===== config.mk =====
export PLATFORM = sky130hd
export DESIGN_NAME = adc_trig_ctrl
export DESIGN_NICKNAME = d
export VERILOG_FILES = /design/src/rtl/adc_trig_pkg.sv /design/src/rtl/adc_grp_cfg.sv /design/src/rtl/adc_conv_seq.sv /design/src/rtl/adc_result_bank.sv /design/src/rtl/adc_trig_ctrl.sv
export SDC_FILE = /design/constraint.sdc
export NUM_CORES = 1
export LEC_CHECK = 0
export BUFFER_PORTS_ARGS = -buffer_cell sky130_fd_sc_hd__buf_2
export CORE_MARGIN = 5
export CORE_UTILIZATION = 40
export DETAILED_ROUTE_END_ITERATION = 16
export HOLD_SLACK_MARGIN = 0.03
export PLACE_DENSITY = 0.58
export REMOVE_ABC_BUFFERS = 1
export SLEW_MARGIN = 25
export SYNTH_ARGS = -nofsm -noshare
export SYNTH_HDL_FRONTEND = slang
export SYNTH_SLANG_ARGS = --single-unit

===== constraint.sdc =====
create_clock -name clk -period 1.95 [get_ports clk]
set_input_delay 0.0975 -clock clk [delete_from_list [all_inputs] [get_ports clk]]
set_output_delay 0.0975 -clock clk [all_outputs]
set_load 0.03 [all_outputs]

===== src/rtl/adc_trig_pkg.sv =====
// Shared field positions and configuration type for the conversion trigger controller.
package adc_trig_pkg;
    localparam int IE_BIT        = 7;
    localparam int CFG_HW_BIT    = 0;
    localparam int CFG_CONT_BIT  = 1;
    localparam int CFG_OVWR_BIT  = 2;
    localparam int STAT_FLAG_LSB = 8;

    typedef struct packed {
        logic ovwr;
        logic cont;
        logic hw_mode;
    } glob_cfg_t;
endpackage


===== src/rtl/adc_grp_cfg.sv =====
// Channel-group control registers: one channel field and one interrupt
// enable per group, written from the register bus.
// Assumes CH_W <= IE_BIT so the fields do not overlap.
module adc_grp_cfg #(
    parameter int G    = 4,
    parameter int CH_W = 5,
    parameter int AW   = 4,
    parameter int DW   = 32
) (
    input  logic                     clk,
    input  logic                     rst_n,
    input  logic                     bus_wr,
    input  logic [AW-1:0]            bus_addr,
    input  logic [DW-1:0]            bus_wdata,
    output logic [G-1:0][CH_W-1:0]   grp_chan,
    output logic [G-1:0]             grp_ie,
    output logic [G-1:0]             grp_wr_hit
);
    import adc_trig_pkg::*;

    for (genvar g = 0; g < G; g++) begin : g_grp
        assign grp_wr_hit[g] = bus_wr && (bus_addr == AW'(g));

        // Capture the channel and enable on a write to this group.
        always_ff @(posedge clk) begin
            if (!rst_n) begin
                grp_chan[g] <= '0;
                grp_ie[g]   <= 1'b0;
            end else if (grp_wr_hit[g]) begin
                grp_chan[g] <= bus_wdata[CH_W-1:0];
                grp_ie[g]   <= bus_wdata[IE_BIT];
            end
        end
    end
endmodule


===== src/rtl/adc_conv_seq.sv =====
// Conversion sequencer: tracks the one active group, holds pending start
// requests, issues start/abort pulses and reports completions.
// Assumes conv_done is a one-cycle pulse with conv_result valid alongside,
// and that conv_busy falls no later than the edge after an abort.
module adc_conv_seq #(
    parameter int G    = 4,
    parameter int CH_W = 5,
    parameter int GW   = 2
) (
    input  logic                     clk,
    input  logic                     rst_n,
    input  logic                     hw_mode,
    input  logic                     cont_en,
    input  logic [G-1:0]             grp_wr_hit,
    input  logic [G-1:0][CH_W-1:0]   grp_chan,
    input  logic [G-1:0]             hw_trig,
    input  logic                     conv_busy,
    input  logic                     conv_done,
    output logic                     conv_start,
    output logic                     conv_abort,
    output logic [CH_W-1:0]          conv_chan,
    output logic                     act_valid,
    output logic [GW-1:0]            act_grp,
    output logic                     deliver,
    output logic [GW-1:0]            deliver_grp
);
    logic [G-1:0]  pend;
    logic [G-1:0]  eligible;
    logic [G-1:0]  pend_set;
    logic [G-1:0]  act_oh;
    logic [G-1:0]  sel_oh;
    logic [GW-1:0] sel;
    logic          found;
    logic          wr_active;
    logic          done_ok;
    logic          can_start;

    assign act_oh    = G'(1) << act_grp;
    assign wr_active = act_valid && |(grp_wr_hit & act_oh);
    assign done_ok   = act_valid && conv_done && !wr_active;
    assign eligible  = hw_mode ? pend : (pend & G'(1));
    assign can_start = !act_valid && !conv_busy && |eligible;
    assign sel_oh    = G'(1) << sel;

    assign deliver     = done_ok;
    assign deliver_grp = act_grp;

    // Pick the lowest-index eligible group.
    always_comb begin
        sel   = '0;
        found = 1'b0;
        for (int i = 0; i < G; i++) begin
            if (eligible[i] && !found) begin
                sel   = GW'(i);
                found = 1'b1;
            end
        end
    end

    // Gather new start requests from software writes, triggers and restarts.
    always_comb begin
        pend_set = hw_mode ? hw_trig : '0;
        if (!hw_mode && grp_wr_hit[0]) pend_set[0] = 1'b1;
        if (done_ok && cont_en)        pend_set    = pend_set | act_oh;
    end

    // Pending requests: a granted one clears, a new one wins.
    always_ff @(posedge clk) begin
        if (!rst_n) pend <= '0;
        else        pend <= (pend & ~(can_start ? sel_oh : '0)) | pend_set;
    end

    // Ownership of the converter and the pulses that go with it.
    always_ff @(posedge clk) begin
        if (!rst_n) begin
            act_valid  <= 1'b0;
            act_grp    <= '0;
            conv_start <= 1'b0;
            conv_abort <= 1'b0;
            conv_chan  <= '0;
        end else begin
            conv_start <= can_start;
            conv_abort <= wr_active;
            if (wr_active || done_ok) begin
                act_valid <= 1'b0;
            end else if (can_start) begin
                act_valid <= 1'b1;
                act_grp   <= sel;
                conv_chan <= grp_chan[sel];
            end
        end
    end
endmodule


===== src/rtl/adc_result_bank.sv =====
// Per-group result registers and completion flags with read-to-clear,
// optional overwrite protection, and the combined interrupt.
// Assumes deliver is a one-cycle pulse qualified by the sequencer.
module adc_result_bank #(
    parameter int G     = 4,
    parameter int RES_W = 12,
    parameter int GW    = 2
) (
    input  logic                     clk,
    input  logic                     rst_n,
    input  logic                     deliver,
    input  logic [GW-1:0]            deliver_grp,
    input  logic [RES_W-1:0]         conv_result,
    input  logic                     ovwr,
    input  logic [G-1:0]             rd_hit,
    input  logic [G-1:0]             grp_ie,
    output logic [G-1:0][RES_W-1:0]  res_val,
    output logic [G-1:0]             res_flag,
    output logic                     irq
);
    for (genvar g = 0; g < G; g++) begin : g_res
        logic cap;
        assign cap = deliver && (deliver_grp == GW'(g)) && (!res_flag[g] || ovwr);

        // Store a permitted result; a read clears the flag unless a store coincides.
        always_ff @(posedge clk) begin
            if (!rst_n) begin
                res_val[g]  <= '0;
                res_flag[g] <= 1'b0;
            end else if (cap) begin
                res_val[g]  <= conv_result;
                res_flag[g] <= 1'b1;
            end else if (rd_hit[g]) begin
                res_flag[g] <= 1'b0;
            end
        end
    end

    assign irq = |(res_flag & grp_ie);
endmodule


===== src/rtl/adc_trig_ctrl.sv =====
// Top of the conversion trigger controller: address decode, global
// configuration register, read multiplexer and the three sub-blocks.
// Assumes DW >= STAT_FLAG_LSB + NUM_GROUPS and CH_W <= 7.
module adc_trig_ctrl #(
    parameter int NUM_GROUPS = 4,
    parameter int CH_W       = 5,
    parameter int RES_W      = 12,
    parameter int DW         = 32,
    localparam int AW        = $clog2(2 * NUM_GROUPS + 2),
    localparam int GW        = (NUM_GROUPS > 1) ? $clog2(NUM_GROUPS) : 1
) (
    input  logic                   clk,
    input  logic                   rst_n,
    input  logic                   bus_wr,
    input  logic                   bus_rd,
    input  logic [AW-1:0]          bus_addr,
    input  logic [DW-1:0]          bus_wdata,
    output logic [DW-1:0]          bus_rdata,
    input  logic [NUM_GROUPS-1:0]  hw_trig,
    output logic                   conv_start,
    output logic                   conv_abort,
    output logic [CH_W-1:0]        conv_chan,
    input  logic                   conv_busy,
    input  logic                   conv_done,
    input  logic [RES_W-1:0]       conv_result,
    output logic                   irq
);
    import adc_trig_pkg::*;

    localparam int G         = NUM_GROUPS;
    localparam int CFG_ADDR  = 2 * G;
    localparam int STAT_ADDR = 2 * G + 1;

    glob_cfg_t                 cfg;
    logic                      hw_mode;
    logic [G-1:0][CH_W-1:0]    grp_chan;
    logic [G-1:0]              grp_ie;
    logic [G-1:0]              grp_wr_hit;
    logic [G-1:0]              rd_hit;
    logic [G-1:0][RES_W-1:0]   res_val;
    logic [G-1:0]              res_flag;
    logic                      act_valid;
    logic [GW-1:0]             act_grp;
    logic                      deliver;
    logic [GW-1:0]             deliver_grp;

    assign hw_mode = cfg.hw_mode;

    for (genvar g = 0; g < G; g++) begin : g_rd
        assign rd_hit[g] = bus_rd && (bus_addr == AW'(G + g));
    end

    // Global configuration register.
    always_ff @(posedge clk) begin
        if (!rst_n) begin
            cfg <= '0;
        end else if (bus_wr && bus_addr == AW'(CFG_ADDR)) begin
            cfg.hw_mode <= bus_wdata[CFG_HW_BIT];
            cfg.cont    <= bus_wdata[CFG_CONT_BIT];
            cfg.ovwr    <= bus_wdata[CFG_OVWR_BIT];
        end
    end

    // Read multiplexer over all register classes.
    always_comb begin
        bus_rdata = '0;
        for (int i = 0; i < G; i++) begin
            if (bus_addr == AW'(i)) begin
                bus_rdata[CH_W-1:0] = grp_chan[i];
                bus_rdata[IE_BIT]   = grp_ie[i];
            end
            if (bus_addr == AW'(G + i)) bus_rdata[RES_W-1:0] = res_val[i];
        end
        if (bus_addr == AW'(CFG_ADDR)) begin
            bus_rdata[CFG_HW_BIT]   = cfg.hw_mode;
            bus_rdata[CFG_CONT_BIT] = cfg.cont;
            bus_rdata[CFG_OVWR_BIT] = cfg.ovwr;
        end
        if (bus_addr == AW'(STAT_ADDR)) begin
            bus_rdata[0]                          = act_valid;
            bus_rdata[STAT_FLAG_LSB +: G]         = res_flag;
        end
    end

    adc_grp_cfg #(.G(G), .CH_W(CH_W), .AW(AW), .DW(DW)) u_cfg (
        .clk        (clk),
        .rst_n      (rst_n),
        .bus_wr     (bus_wr),
        .bus_addr   (bus_addr),
        .bus_wdata  (bus_wdata),
        .grp_chan   (grp_chan),
        .grp_ie     (grp_ie),
        .grp_wr_hit (grp_wr_hit)
    );

    adc_conv_seq #(.G(G), .CH_W(CH_W), .GW(GW)) u_seq (
        .clk         (clk),
        .rst_n       (rst_n),
        .hw_mode     (cfg.hw_mode),
        .cont_en     (cfg.cont),
        .grp_wr_hit  (grp_wr_hit),
        .grp_chan    (grp_chan),
        .hw_trig     (hw_trig),
        .conv_busy   (conv_busy),
        .conv_done   (conv_done),
        .conv_start  (conv_start),
        .conv_abort  (conv_abort),
        .conv_chan   (conv_chan),
        .act_valid   (act_valid),
        .act_grp     (act_grp),
        .deliver     (deliver),
        .deliver_grp (deliver_grp)
    );

    adc_result_bank #(.G(G), .RES_W(RES_W), .GW(GW)) u_res (
        .clk         (clk),
        .rst_n       (rst_n),
        .deliver     (deliver),
        .deliver_grp (deliver_grp),
        .conv_result (conv_result),
        .ovwr        (cfg.ovwr),
        .rd_hit      (rd_hit),
        .grp_ie      (grp_ie),
        .res_val     (res_val),
        .res_flag    (res_flag),
        .irq         (irq)
    );
endmodule


==> results.json <==
{
  "status": "completed",
  "yosysWarnings": 0,
  "ys_types": 52,
  "cts_sinks": 93,
  "ant_nets": 0,
  "diodes": 0,
  "grtUsageTotal": 0.203,
  "whs_ns": 0.0462,
  "drt_iter0_markers": 460,
  "synth_seq_cells": 93,
  "clkPwrFrac": 0.452,
  "wirelength_um": 14400,
  "synth_area_um2": 4710,
  "numCtsBuffers": 9,
  "ctsRootBufferMaster": "clkbuf_16",
  "synth-edff-count": 0,
  "max_slew.worst_pin.slew_ns": 0.535,
  "clockBufferDepth": 2,
  "num_io_pins": 98,
  "dieArea_um2": 14100,
  "portBuffers": 51,
  "avgViaCountPerCell": 5.76,
  "synthTopCellsByArea": "dfxtp_1 (40%), a21oi_1 (8.6%), nand3_1 (8.0%), o21ai_0 (7.1%), nand2_1 (3.8%)",
  "core-area_um2": 11500,
  "setup_violations": 0,
  "synth_top_area_frac": 0.395,
  "synthFlopType": "dfxtp_1",
  "share_comb_of_total_power": 0.092,
  "final_area_um2": 5570,
  "fp.dieH_um": 119,
  "critical_path_class": "register to output port",
  "filler_cell_count": 1135,
  "placed_area_um2": 5140,
  "worst_clock_skew_ns": 0.00476,
  "multi_input_area_um2": 2510,
  "slowest_delay_ns": 0.34,
  "clk_pin_slew_worst_paths_ns": 0.06,
  "synth_seq_area_share": 0.395,
  "internal-power_uw": 3200,
  "ys_async_sr_fraction": 0,
  "grt_pass1_wl_um": 23100,
  "yosys.area.top_type": "dfxtp_1",
  "hold_path_class": "input pin to register",
  "dr.pass1.iters": 6,
  "synth_area_per_cell_um2": 8.04,
  "fmax_ghz": 0.542,
  "cp-start-kind": "register",
  "slew_viol_final": 0,
  "cts_max_level": 3,
  "slowest_stage": "dfxtp_1",
  "final_layout_size_suffix_gt1_frac": 0.180,
  "switchingPower_uw": 1010,
  "rsz0062_at_grt": "false",
  "dpl.hpwl_um": 9640,
  "gp_congestion": 0.838,
  "min_path_cells": 3,
  "grt_overflow": 0,
  "powerDensity_nw_per_um2": 756,
  "dieWidth_um": 119,
  "antenna_found_initial": 0,
  "postCtsSetupBuffers": 0,
  "post-route-period-util": 0.946,
  "seq_area_um2": 1860,
  "synth_cells": 586,
  "seq_power_share": 0.456,
  "rr_worst_depth": 4,
  "worstPathRequired_ns": 1.85,
  "cp_cell_sequence": "a221oi_1, o21ai_0, a221oi_1, o31ai_1, buf_2",
  "initial_core_util": 0.411,
  "vias": 4525,
  "cp-end-kind": "output port",
  "rows": 39,
  "switching_share": 0.240,
  "crit_top_cell": "a221oi_1",
  "wire_per_inst_um": 18.3,
  "arrival_ns": 1.75,
  "period_minus_slack_ns": 1.85,
  "cts_tree": "yes",
  "finalHoldViolations": 0,
  "vdd_drop_max_mv": 0.620,
  "dp.cells": 760,
  "maxSlewHeadroom": 0.644,
  "worstPathMaxFanout": 3,
  "clk-insertion-delay-late_ns": 0.34,
  "drv_cap": 0,
  "fin_cells": 786,
  "area_delta_synth_final_pct": 18.2,
  "grt_max_degree": 88,
  "num-nets-final": 696,
  "setup_tns_ns": 0,
  "grt_pass1_vias": 4378,
  "power.leakage_uw": 0.00207,
  "drcViolationCount": 0
}
[per-layer routing]
layer | wire length [um] | global-route usage | up-vias
met1 | 6350 | 0.265 | 2165
met2 | 6950 | 0.339 | 159
li1 | - | - | 2180
met3 | 840 | 0.0387 | 21
met4 | 248 | 0.0645 | 0
met5 | 0 | 0 | -
[synthesized netlist by cell type (3+ instances only)]
library cell,number
a21boi_0,3
a21oi_1,81
a221o_1,3
a221oi_1,3
a22o_1,5
a22oi_1,9
a31oi_1,7
and3_1,6
buf_2,10
buf_4,22
buf_6,5
clkbuf_1,30
clkbuf_2,3
dfxtp_1,93
inv_1,4
mux2_2,5
mux2i_1,15
mux4_2,6
nand2_1,48
nand2b_1,8
nand3_1,75
nor2_1,21
nor2b_1,6
nor3_1,5
nor3b_1,3
o21ai_0,67
o22ai_1,5
o31ai_1,4
[repair_timing]
| item | 4_1_cts | 5_1_grt |
|---|---|---|
| hold buffers | 10 | 0 |
| hold endpoints to repair | 19 | 0 |
| gates resized for setup | 0 | 0 |
[flip-flops by register name (all words and copies together), names as in the netlist]
signal,cells
hw_mode,1
u_seq.act_valid,1
u_seq.conv_start,1
u_res.res_flag,4
u_res.res_val,48
u_seq.act_grp,2
u_seq.conv_chan,5
u_cfg.grp_chan,20
u_seq.pend,4
u_cfg.grp_ie,4
u_seq.conv_abort,1
cfg,2
[area by class of cell]
type | count | area share
clock inverter | 5 | 0.0148
tap | 143 | 0.0321
multi-input combinational | 435 | 0.450
inverter | 5 | 0.00337
timing repair buffer | 94 | 0.122
sequential | 93 | 0.334
clock buffer | 11 | 0.0436
[final timing paths]
| path | startpoint | end | slack [ns] |
|---|---|---|---|
| hold reg to reg | u_res.res_val[4] | u_res.res_val[4] | 0.48 |
| hold / removal | bus_wdata[3] | u_cfg.grp_chan[18] | 0.05 |
| setup / recovery | u_cfg.grp_chan[5] | bus_rdata[0] | 0.10 |
| setup reg to reg | u_seq.pend[2] | u_seq.act_grp[0] | 0.31 |
[logic make-up (layout without fill, tap and decap cells)]
| logic type | count (synthesis) | in the layout | share of synthesized area |
|---|---|---|---|
| AOI/OAI and AO/OA | 196 | 196 | 0.236 |
| other | 1 | 20 | 0.000796 |
| DFF | 93 | 93 | 0.395 |
| muxes | 26 | 26 | 0.0725 |
| buffers and inverters | 77 | 115 | 0.0903 |
| and+or+nand+nor | 191 | 191 | 0.202 |
| xor gates and xnor gates | 2 | 2 | 0.00372 |
[power groups by stage]
stage               Sequential (uW)  Combinational [uW]  Clock, uW
finish                         1920                 389       1900
global route                   1920                 416       2030
detailed placement             1960                 370          0
floorplan                      1960                 180          0
global placement               1960                 366          0
CTS                            1920                 387       1950
[per-stage QoR]
step                setup slack, ns  utilization  total power, uW
CTS                          0.0878        0.486             4250
global route                 0.0127        0.486             4360
floorplan                    -0.329            -             2140
finish                        0.105        0.486             4210
global placement              0.142        0.449             2330
detailed placement            0.128        0.449             2330
[worst max-delay path, delay by kind of cell (launching register included)]
kind	cells	cell delay [ns]
AOI/OAI and AO/OA	4	0.87
DFF	1	0.34
buffers and inverters	1	0.19
[cells in the final DEF, fill, tap and decap left out, types with 10 or more instances in the layout]
| cell type | instances |
|---|---|
| a21oi_1 | 81 |
| buf_2 | 51 |
| buf_4 | 27 |
| conb_1 | 20 |
| dfxtp_1 | 93 |
| dlygate4sd3_1 | 10 |
| mux2i_1 | 15 |
| nand2_1 | 48 |
| nand3_1 | 75 |
| nor2_1 | 21 |
| o21ai_0 | 67 |
Note: power is estimated with default switching activity, not from simulation.
